[src/rtl/sramc_pkg.sv]
// Shared types for the SRAM access controller.
// Assumes: a single controller owns the memory pins.
package sramc_pkg;

    // Access phase of the sequencer
    typedef enum logic [2:0] {
        PH_IDLE   = 3'd0,
        PH_TURN   = 3'd1,
        PH_SETUP  = 3'd2,
        PH_STROBE = 3'd3,
        PH_HOLD   = 3'd4
    } phase_t;

    // Write strobe style: which control line forms the pulse
    typedef enum logic [1:0] {
        WR_PULSE_CS1 = 2'd0,
        WR_PULSE_CS2 = 2'd1,
        WR_PULSE_WE  = 2'd2,
        WR_PULSE_ALL = 2'd3
    } wr_style_t;

    // Memory-side pin set
    typedef struct packed {
        logic cs1_n;
        logic cs2;
        logic oe_n;
        logic we_n;
        logic drive;
    } pins_t;

    localparam pins_t PINS_PARKED = '{cs1_n: 1'b1, cs2: 1'b0, oe_n: 1'b1,
                                      we_n: 1'b1, drive: 1'b0};

endpackage

[src/rtl/sramc_wait_timer.sv]
// Down-counter for wait states. Loading N makes 'expired' high
// N cycles later; the counter then rests at zero.
// Assumes: load is pulsed on phase entry only.
module sramc_wait_timer #(
    parameter int CW = 4
) (
    input  logic          clk,
    input  logic          rst_n,
    input  logic          load,
    input  logic [CW-1:0] load_val,
    output logic          expired
);

    logic [CW-1:0] cnt_q;

    // Count down towards zero after each load
    always_ff @(posedge clk) begin
        if (!rst_n)
            cnt_q <= '0;
        else if (load)
            cnt_q <= load_val;
        else if (cnt_q != '0)
            cnt_q <= cnt_q - 1'b1;
    end

    assign expired = (cnt_q == '0);

endmodule

[src/rtl/sramc_sequencer.sv]
// Phase sequencer: takes a command when idle, then steps through
// turnaround (write after read only), setup, strobe and hold.
// Assumes: the wait counts are stable while an access runs.
module sramc_sequencer
    import sramc_pkg::*;
#(
    parameter int CW = 4
) (
    input  logic          clk,
    input  logic          rst_n,
    input  logic          req_valid,
    input  logic          req_write,
    input  logic          standby_req,
    input  logic [CW-1:0] setup_wait,
    input  logic [CW-1:0] strobe_wait,
    output phase_t        phase,
    output logic          op_write,
    output logic          req_ready,
    output logic          accept,
    output logic          sample_now
);

    phase_t        phase_q, phase_d;
    logic          write_q;
    logic          prev_read_q;
    logic          tmr_load;
    logic [CW-1:0] tmr_val;
    logic          tmr_expired;

    sramc_wait_timer #(.CW(CW)) u_timer (
        .clk      (clk),
        .rst_n    (rst_n),
        .load     (tmr_load),
        .load_val (tmr_val),
        .expired  (tmr_expired)
    );

    // handshake only in idle and never under standby
    assign req_ready = (phase_q == PH_IDLE) && !standby_req;
    assign accept    = req_valid && req_ready;

    // Next phase and timer load decisions
    always_comb begin
        phase_d  = phase_q;
        tmr_load = 1'b0;
        tmr_val  = setup_wait;
        unique case (phase_q)
            PH_IDLE: begin
                if (accept) begin
                    if (req_write && prev_read_q) begin
                        phase_d = PH_TURN;
                    end else begin
                        phase_d  = PH_SETUP;
                        tmr_load = 1'b1;
                    end
                end
            end
            PH_TURN: begin
                phase_d  = PH_SETUP;
                tmr_load = 1'b1;
            end
            PH_SETUP: begin
                if (tmr_expired) begin
                    phase_d  = PH_STROBE;
                    tmr_load = 1'b1;
                    tmr_val  = strobe_wait;
                end
            end
            PH_STROBE: begin
                if (tmr_expired)
                    phase_d = PH_HOLD;
            end
            PH_HOLD:  phase_d = PH_IDLE;
            default:  phase_d = PH_IDLE;
        endcase
    end

    // Phase register and per-command direction history
    always_ff @(posedge clk) begin
        if (!rst_n) begin
            phase_q     <= PH_IDLE;
            write_q     <= 1'b0;
            prev_read_q <= 1'b0;
        end else begin
            phase_q <= phase_d;
            if (accept) begin
                write_q     <= req_write;
                prev_read_q <= !req_write;
            end
        end
    end

    assign phase      = phase_q;
    assign op_write   = write_q;
    // sample on the last strobe cycle of a read
    assign sample_now = (phase_q == PH_STROBE) && tmr_expired && !write_q;

endmodule

[src/rtl/sramc_pin_map.sv]
// Decodes phase, direction and write style into the memory pin set.
// Assumes: phase comes from a register, so outputs change only after edges.
module sramc_pin_map
    import sramc_pkg::*;
(
    input  phase_t    phase,
    input  logic      is_write,
    input  wr_style_t style,
    output pins_t     pins
);

    // Pin pattern for each phase
    always_comb begin
        pins = PINS_PARKED;
        unique case (phase)
            PH_SETUP, PH_HOLD: begin
                if (is_write) begin
                    pins.drive = 1'b1;
                    unique case (style)
                        WR_PULSE_CS1: begin pins.cs2 = 1'b1;   pins.we_n = 1'b0; end
                        WR_PULSE_CS2: begin pins.cs1_n = 1'b0; pins.we_n = 1'b0; end
                        WR_PULSE_WE:  begin pins.cs1_n = 1'b0; pins.cs2 = 1'b1;  end
                        default:      ;
                    endcase
                end
            end
            PH_STROBE: begin
                pins.cs1_n = 1'b0;
                pins.cs2   = 1'b1;
                if (is_write) begin
                    pins.we_n  = 1'b0;
                    pins.drive = 1'b1;
                end else begin
                    pins.oe_n  = 1'b0;
                end
            end
            default: ;
        endcase
    end

endmodule

[src/rtl/sramc_ctrl.sv]
// Top of the SRAM access controller: captures a command, runs the
// sequencer and drives the memory pins and read-data return.
// Assumes: an external pad combines mem_dq_out/mem_dq_oe into a tri-state bus.
module sramc_ctrl
    import sramc_pkg::*;
#(
    parameter int AW = 16,
    parameter int DW = 16,
    parameter int CW = 4
) (
    input  logic          clk,
    input  logic          rst_n,
    input  logic          req_valid,
    output logic          req_ready,
    input  logic          req_write,
    input  logic [AW-1:0] req_addr,
    input  logic [DW-1:0] req_wdata,
    input  logic [1:0]    wr_mode,
    input  logic [CW-1:0] setup_wait,
    input  logic [CW-1:0] strobe_wait,
    input  logic          standby_req,
    output logic          rd_valid,
    output logic [DW-1:0] rd_data,
    output logic [AW-1:0] mem_addr,
    output logic          mem_cs1_n,
    output logic          mem_cs2,
    output logic          mem_oe_n,
    output logic          mem_we_n,
    output logic [DW-1:0] mem_dq_out,
    output logic          mem_dq_oe,
    input  logic [DW-1:0] mem_dq_in
);

    phase_t        phase;
    logic          op_write;
    logic          accept;
    logic          sample_now;
    pins_t         pins;
    wr_style_t     style_q;
    logic [AW-1:0] addr_q;
    logic [DW-1:0] wdata_q;
    logic [DW-1:0] rd_data_q;
    logic          rd_valid_q;

    sramc_sequencer #(.CW(CW)) u_seq (
        .clk         (clk),
        .rst_n       (rst_n),
        .req_valid   (req_valid),
        .req_write   (req_write),
        .standby_req (standby_req),
        .setup_wait  (setup_wait),
        .strobe_wait (strobe_wait),
        .phase       (phase),
        .op_write    (op_write),
        .req_ready   (req_ready),
        .accept      (accept),
        .sample_now  (sample_now)
    );

    sramc_pin_map u_map (
        .phase    (phase),
        .is_write (op_write),
        .style    (style_q),
        .pins     (pins)
    );

    // Capture the command; the address then stays put until the next one
    always_ff @(posedge clk) begin
        if (!rst_n) begin
            addr_q  <= '0;
            wdata_q <= '0;
            style_q <= WR_PULSE_CS1;
        end else if (accept) begin
            addr_q  <= req_addr;
            wdata_q <= req_wdata;
            style_q <= wr_style_t'(wr_mode);
        end
    end

    // Read return: sample on the last strobe cycle, pulse valid once
    always_ff @(posedge clk) begin
        if (!rst_n) begin
            rd_data_q  <= '0;
            rd_valid_q <= 1'b0;
        end else begin
            rd_valid_q <= sample_now;
            if (sample_now)
                rd_data_q <= mem_dq_in;
        end
    end

    assign rd_valid   = rd_valid_q;
    assign rd_data    = rd_data_q;
    assign mem_addr   = addr_q;
    assign mem_dq_out = wdata_q;
    assign mem_cs1_n  = pins.cs1_n;
    assign mem_cs2    = pins.cs2;
    assign mem_oe_n   = pins.oe_n;
    assign mem_we_n   = pins.we_n;
    assign mem_dq_oe  = pins.drive;

endmodule


[config.mk]
export PLATFORM = sky130hd
export DESIGN_NAME = sramc_ctrl
export DESIGN_NICKNAME = d
export VERILOG_FILES = /design/src/rtl/sramc_pkg.sv /design/src/rtl/sramc_wait_timer.sv /design/src/rtl/sramc_sequencer.sv /design/src/rtl/sramc_pin_map.sv /design/src/rtl/sramc_ctrl.sv
export SDC_FILE = /design/constraint.sdc
export NUM_CORES = 1
export LEC_CHECK = 0
export BUFFER_PORTS_ARGS = -buffer_cell sky130_fd_sc_hd__buf_4
export CORE_MARGIN = 4
export CORE_UTILIZATION = 30
export CTS_CLUSTER_SIZE = 25
export DETAILED_ROUTE_END_ITERATION = 8
export PLACE_DENSITY = 0.66
export SKIP_CTS_REPAIR_TIMING = 1
export SLEW_MARGIN = 20
export SYNTH_ARGS = -nofsm -noshare
export SYNTH_HDL_FRONTEND = slang
export SYNTH_SLANG_ARGS = --single-unit
export TNS_END_PERCENT = 1
[constraint.sdc]
create_clock -name clk -period 3.96 [get_ports clk]
set_input_delay 0.792 -clock clk [delete_from_list [all_inputs] [get_ports clk]]
set_output_delay 0.792 -clock clk [all_outputs]
set_load 0.05 [all_outputs]
==> results.toml, run 1 <==
[layout]
drive_gt1_share_pct = 34.8
area_growth_pct = 44.1
layout.area.seq_um2 = 1200
n_antenna_cell = 0
multi_input_area_um2 = 1120
nFillCells = 823
final_nets = 464

[hold_path]
min-delay-path-class = "flop to flop"
hold_depth = 2

[placement]
place_ws_ps = 1720
gp_congestion = 0.779
dp_hpwl_um = 4380
io_buffers = 117

[sta]
rsz0062_at_grt = "no"
hold_viol = 0
slew_violations = 0
maxSlewHeadroom_pct = 35.0
fmax_mhz = 411
setup_viol = 0
setup_tns_ps = 0
min_period_over_period_pct = 61.4
fin_ws_ps = 1530
clock_skew_ps = 7.81
worstMarginPinSlew_ps = 975
min_period_ps = 2430

[global_route]
grt_util_all_layers_pct = 12.8
grt_pass1_vias = 2208
grt_pass1_wl_um = 10100
gr-total-overflow = 0
antenna_found_initial = 0
grt_max_degree = 58

[setup_path]
r2r_cells = 4
required_ps = 3170
crit_type = "flop to output port"
cp-end-kind = "output port"
arrival_ps = 1640
cp_max_fo = 3
worst_setup_path_start_kind = "flop"

[clocking]
clock_latency_ps = 320
cts_tree = "yes"
cts.htree.levels = 3
clock-sinks = 60
cts.clk_slew.worst_paths_ps = 60
cts_buffers = 9
clockRootBuffer = "clkbuf_8"
clockBufferDepth = 2

[logic_synthesis]
synth_top_area_share_pct = 49.1
seq_area_frac_synth_pct = 49.1
ys_top_cells_by_area = "dfxtp_1, nand2_1, a21oi_1"
ys.flop_type = "dfxtp_1"
ys_ff_latch = 60
syn-num-nets = 351
ys_warn_count = 0
synth_most_common_cell = "nand2_1"
synth_edf_count = 0
syn-cell-area_um2 = 2450
syn_inst = 284
synth.largest_area_cell = "dfxtp_1"
synthDistinctLibCells = 35
yosys-top-cells-count = "nand2_1, dfxtp_1, a21oi_1"
syn_avg_cell_area_um2 = 8.62
async_reset_ff_share_pct = 0

[routing]
via_count = 2290
ant_nets = 0
wl_per_cell_um = 12.3
drtPass1Iterations = 4
wl_um = 6180
via_per_inst = 4.54
drtIter0Drc = 52
drc_errors = 0

[power_and_ir_drop]
power_density_nw_per_um2 = 441
leakage_nw = 1.64
vdd_ir_drop_max_v = 0.000215

[floorplan]
ioPinCount = 118
start_util_pct = 31.2
die_area_um2 = 9670
die_h_um = 98.3
rows = 32
die_w_um = 98.3
coreArea_um2 = 7850

[job]
drv_cap = 0

[outcome]
outcome = "finished, final reports clean"
## layout make-up
type                            count  share of cell area, %
Clock buffer                       14                   4.33
Sequential cell                    60                   34.0
Timing Repair Buffer              119                   25.3
Multi-Input combinational cell    201                   31.8
Inverter                            6                  0.638
Clock inverter                      2                  0.284
Tap cell                          102                   3.62
## per-layer routing
metal	track usage, %	vias to the layer above	routed length [µm]
li1	-	1180	-
met1	13.8	1012	2620
met2	21.7	88	2800
met3	6.50	10	677
met4	4.41	0	88
met5	0	-	0
## report_power, final
| part | internal, mW | switching [mW] | leakage (nW) |
|---|---|---|---|
| Combinational | 0.172 | 0.240 | 1.06 |
| Sequential | 0.650 | 0.0372 | 0.488 |
| Clock | 0.243 | 0.213 | 0.0844 |
## cells in the final DEF (no fill, tap or decap), types with 3 or more instances in the layout
cell / netlist / layout
and3_1: 4 / 4
nand2b_1: 3 / 3
dfxtp_1: 60 / 60
a221oi_1: 5 / 5
ha_1: 4 / 4
nor3_1: 3 / 3
mux2i_1: 16 / 16
a311oi_1: 4 / 4
a21oi_1: 39 / 39
clkbuf_8: 0 / 10
inv_1: 6 / 5
buf_4: 2 / 119
nor2_1: 21 / 21
nand2_1: 80 / 79
clkbuf_1: 7 / 4
## flip-flops by register name (all words and copies together) (netlist names)
name and count:
mem_addr 16, mem_dq_out 16, rd_data 16, u_seq.u_timer.cnt_q 4
u_seq.phase 3, style_q 2, rd_valid 1, u_seq.op_write 1
u_seq.prev_read_q 1
## cells by family (layout without fill, tap and decap cells)
logic type                 after synthesis  in the layout  synth area share, %
AOI/OAI and AO/OA                       56             56                 13.6
xor gates and xnor gates                 1              1                0.358
adders and majority gates                4              4                 2.04
buffers and inverters                   23            141                 5.26
DFF                                     60             60                 49.1
muxes                                   18             18                 7.46
and+or+nand+nor                        122            122                 22.2
## critical path, cell delays in order (launching register included)
cell and delay [ps]:
dfxtp_1 350, inv_1 70, ha_1 210, o21ai_0 250
a21oi_1 100, o21bai_1 150, buf_4 190
## metrics by stage
| stage | util [%] | instances | instance area [µm²] | power (mW) | hold slack [ps] |
|---|---|---|---|---|---|
| 6_report | 45.0 | 504 | 3530 | 1.56 | 455 |
| 5_1_grt | 45.0 | 504 | 3530 | 1.66 | 469 |
| 4_1_cts | 45.0 | 504 | 3530 | 1.59 | 457 |
| 3_5_place_dp | 42.9 | 488 | 3370 | 1.12 | 447 |
| 3_3_place_gp | 42.9 | 488 | 3360 | 1.11 | 442 |
| 2_1_floorplan | - | 284 | 2450 | 0.991 | 445 |
## final timing paths
check                                            startpoint                          to  slack, ps
worst max-delay path                style_q[0]$_SDFFE_PN0P_                     mem_cs2       1530
worst min-delay path             mem_dq_out[1]$_SDFFE_PN0P_  mem_dq_out[1]$_SDFFE_PN0P_        450
worst max register to register  u_seq.phase[0]$_SDFFE_PN0P_    mem_addr[6]$_SDFFE_PN0P_       2150
worst min register to register   mem_dq_out[1]$_SDFFE_PN0P_  mem_dq_out[1]$_SDFFE_PN0P_        450
(Power assumes the default switching activity.)
==> run 2, diff against run 1 <==
clock period = 2.5 ns   (was 3.96 ns; I/O delays follow)
==> results.toml, run 2 (synthesis gave the netlist of run 1 again) <==
[setup_path]
crit_end = "mem_cs2"
cp_max_fo = 3
arrival_ps = 1640
r2r-start = "u_seq.u_timer.cnt_q[0]$_SDFFE_PN0P_"
cp-end-kind = "output port"
crit_start = "style_q[0]$_SDFFE_PN0P_"
rrSetupSlack_ps = 700
r2r_cells = 7
required_ps = 2000
reg2reg_to = "rd_data[15]$_SDFFE_PN0P_"
crit_type = "flop to output port"
worst_setup_path_start_kind = "flop"

[power_and_ir_drop]
leakage_nw = 1.70
power_density_nw_per_um2 = 779
vdd_ir_drop_max_v = 0.000440
p_total_mw = 2.84

[placement]
placed_cells = 491
gp_congestion = 0.772
io_buffers = 117
place_ws_ps = 701
dpl_cell_area_um2 = 3400
dp_hpwl_um = 4570

[sta]
rsz0062_at_grt = "no"
min_period_ps = 2140
fin_ws_ps = 359
slew_violations = 0
setup_viol = 0
setup_tns_ps = 0
fmax_mhz = 467
worstMarginPinSlew_ps = 415
min_period_over_period_pct = 85.7
maxSlewHeadroom_pct = 72.3
clock_skew_ps = 7.01
hold_viol = 0

[layout]
multi_input_area_um2 = 1120
drive_gt1_share_pct = 35.8
final_common_cell = "buf_4"
area_growth_pct = 49.0
nFillCells = 796
fin_cells = 507
layout.area.seq_um2 = 1200
n_antenna_cell = 0
design_area_um2 = 3650
mostFrequentLayoutCells = "buf_4, nand2_1, dfxtp_1"
final_nets = 467

[job]
drv_cap = 0

[hold_path]
min-delay-path-class = "primary input to flop"

[routing]
wl_um = 6380
via_count = 2319
drtIter0Drc = 78
drtPass1Iterations = 4
via_per_inst = 4.57
wl_per_cell_um = 12.6
ant_nets = 0
drc_errors = 0

[global_route]
grt_max_degree = 58
grt_pass1_vias = 2267
antenna_found_initial = 0
grt_util_all_layers_pct = 13.2
grt_pass1_wl_um = 10500
gr-total-overflow = 0

[floorplan]
rows = 32
die_w_um = 98.3
die_h_um = 98.3
die_area_um2 = 9670
coreArea_um2 = 7850
start_util_pct = 31.2
ioPinCount = 118

[outcome]
outcome = "finished, final reports clean"

[clocking]
cts_buffers = 9
cts_tree = "yes"
cts.htree.levels = 3
clockRootBuffer = "clkbuf_8"
cts.clk_slew.worst_paths_ps = 70
clock-sinks = 60
clockBufferDepth = 2
clock_latency_ps = 320
run 2: final cells by class:
class / count / share of cell area, %
Timing Repair Buffer: 122 / 25.4
Clock buffer: 12 / 4.25
Multi-Input combinational cell: 201 / 30.7
Inverter: 6 / 0.617
Sequential cell: 60 / 32.9
Clock inverter: 4 / 2.61
Tap cell: 102 / 3.50
run 2: metrics by stage:
step	util (%)	hold slack, ps
5_1_grt	46.5	394
3_3_place_gp	43.3	443
6_report	46.5	406
2_1_floorplan	-	445
3_5_place_dp	43.3	448
4_1_cts	46.5	386
run 2: worst min-delay path by stage:
| stage | from | to | slack, ps | cells past startpoint |
|---|---|---|---|---|
| 2_1_floorplan | u_seq.prev_read_q$_SDFFE_PN0P_ | u_seq.prev_read_q$_SDFFE_PN0P_ | 450 | 2 |
| 3_3_place_gp | mem_dq_out[6]$_SDFFE_PN0P_ | mem_dq_out[6]$_SDFFE_PN0P_ | 440 | 2 |
| 3_5_place_dp | mem_addr[1]$_SDFFE_PN0P_ | mem_addr[1]$_SDFFE_PN0P_ | 450 | 2 |
| 4_1_cts | mem_dq_in[11] | rd_data[11]$_SDFFE_PN0P_ | 390 | 3 |
| 5_1_grt | req_addr[3] | mem_addr[3]$_SDFFE_PN0P_ | 390 | 3 |
| 6_report | mem_dq_in[12] | rd_data[12]$_SDFFE_PN0P_ | 410 | 3 |
run 2: power breakdown:
| group | total, mW | switching, mW | internal (mW) |
|---|---|---|---|
| sequential | 1.09 | 0.0619 | 1.03 |
| combinational | 0.670 | 0.390 | 0.280 |
| clock | 1.08 | 0.364 | 0.716 |
run 2: layer usage:
metal / global-route usage (%) / part of all wire, % / up-vias
li1: - / - / 1190
met1: 15.4 / 44 / 1024
met2: 20.6 / 44 / 93
met3: 6.29 / 11 / 12
met4: 5.88 / 1.8 / 0
met5: 0 / 0 / -
run 2: critical path, stage by stage, from the launching register on:
cell and delay (ps):
dfxtp_1 350, inv_1 70, ha_1 210, o21ai_0 230
a21oi_1 100, o21bai_1 160, buf_4 190
==> run 3, diff against run 2 <==
CORE_UTILIZATION = 46   (was 30)
PLACE_DENSITY = 0.9   (was 0.66)
==> results.toml, run 3 (synthesis gave the netlist of run 1 again) <==
[outcome]
outcome = "finished, final reports clean"

[clocking]
clockRootBuffer = "clkbuf_8"
cts.htree.levels = 3
cts_tree = "yes"
clockBufferDepth = 2
clock_latency_ps = 320
cts.clk_slew.worst_paths_ps = 60
cts_buffers = 9
clock-sinks = 60

[sta]
min_period_ps = 2140
setup_tns_ps = 0
maxSlewHeadroom_pct = 61.1
hold_viol = 0
fmax_mhz = 468
slew_violations = 0
rsz0062_at_grt = "no"
worstMarginPinSlew_ps = 583
clock_skew_ps = 5.64
setup_viol = 0
min_period_over_period_pct = 85.5

[setup_path]
critPathBufInv = 2
r2r-start = "u_seq.u_timer.cnt_q[0]$_SDFFE_PN0P_"
rrSetupSlack_ps = 660
reg2reg_to = "rd_data[6]$_SDFFE_PN0P_"
max_stage_delay_ps = 360
cp-end-kind = "output port"
crit_family = "compound AO/OA/AOI/OAI gates"
worst_setup_path_start_kind = "flop"
cp_max_fo = 3
crit_type = "flop to output port"
required_ps = 2000
r2r_cells = 7
crit_chain = "inv_1 -> ha_1 -> o21ai_0 -> a21oi_1 -> o21bai_1 -> buf_4"
cp_slowest_cell = "dfxtp_1"
arrival_ps = 1640

[global_route]
gr-total-overflow = 0
grt_pass1_wl_um = 9530
grt_max_degree = 58
grt_util_all_layers_pct = 18.7
antenna_found_initial = 0
grt_pass1_vias = 2278

[hold_path]
whs_endpoint = "rd_data[10]$_SDFFE_PN0P_"
min-delay-path-class = "primary input to flop"
hold_depth = 3
min-delay-start = "mem_dq_in[10]"

[layout]
final_nets = 466
n_antenna_cell = 0
area_growth_pct = 43.6
fin_cells = 471
final_common_cell = "buf_4"
mostFrequentLayoutCells = "buf_4, nand2_1, dfxtp_1"
drive_gt1_share_pct = 35.2

[power_and_ir_drop]
vdd_ir_drop_max_v = 0.000499
p_total_mw = 2.55
leakage_nw = 1.65
power_density_nw_per_um2 = 726

[floorplan]
start_util_pct = 47.6
die_area_um2 = 6550
die_w_um = 81.0
rows = 26
ioPinCount = 118
coreArea_um2 = 5140
die_h_um = 81.0

[routing]
drtPass1Iterations = 4
via_per_inst = 5.04
ant_nets = 0
drc_errors = 0
via_count = 2375
wl_um = 6230
wl_per_cell_um = 13.2
drtIter0Drc = 62

[placement]
io_buffers = 117
gp_congestion = 0.849
dp_hpwl_um = 4490
placed_cells = 458

[job]
drv_cap = 0
## run 3: worst reg2reg max path, stage by stage, from the launching register on
cell,delay (ps)
dfxtp_1,310
inv_1,90
ha_1,230
nor3b_2,420
nand4b_1,150
buf_4,250
mux2i_1,200
nor2_1,60
## run 3: worst max-delay path by stage
stage	start	endpoint	slack [ps]	cells past startpoint
2_1_floorplan	u_seq.phase[0]$_SDFFE_PN0P_	mem_dq_oe	130	4
3_3_place_gp	style_q[0]$_SDFFE_PN0P_	mem_cs2	760	6
3_5_place_dp	u_seq.u_timer.cnt_q[0]$_SDFFE_PN0P_	rd_data[6]$_SDFFE_PN0P_	690	7
4_1_cts	style_q[0]$_SDFFE_PN0P_	mem_cs2	350	6
5_1_grt	style_q[1]$_SDFFE_PN0P_	mem_cs2	250	6
6_report	style_q[0]$_SDFFE_PN0P_	mem_cs2	360	6
## run 3: power breakdown
| part | internal, mW | switching, mW |
|---|---|---|
| clock network | 0.467 | 0.340 |
| registers | 1.03 | 0.0585 |
| logic | 0.274 | 0.384 |
## run 3: routing by layer
layer,global-route usage [%],wire length (µm),up-vias
met5,0,0,-
met4,8.28,62,0
met3,7.98,630,6
met2,31.3,3030,98
met1,20.6,2510,1085
li1,-,-,1186
## run 3: per-stage QoR
step / instance area (µm²) / hold WS, ps / util, % / worst slack (ps)
floorplan: 2450 / 445 / - / 131
global placement: 3340 / 442 / 64.9 / 755
detailed placement: 3340 / 448 / 64.9 / 688
CTS: 3520 / 400 / 68.4 / 347
global route: 3520 / 411 / 68.4 / 247
finish: 3520 / 411 / 68.4 / 362
## run 3: final cells by class
| cell class | instances | area (µm²) |
|---|---|---|
| Timing Repair Buffer | 121 | 908 |
| Clock inverter | 3 | 40.0 |
| Tap cell | 70 | 87.6 |
| Multi-Input combinational cell | 201 | 1120 |
| Clock buffer | 10 | 138 |
| Sequential cell | 60 | 1200 |
| Fill cell | 429 | 1620 |
| Inverter | 6 | 22.5 |
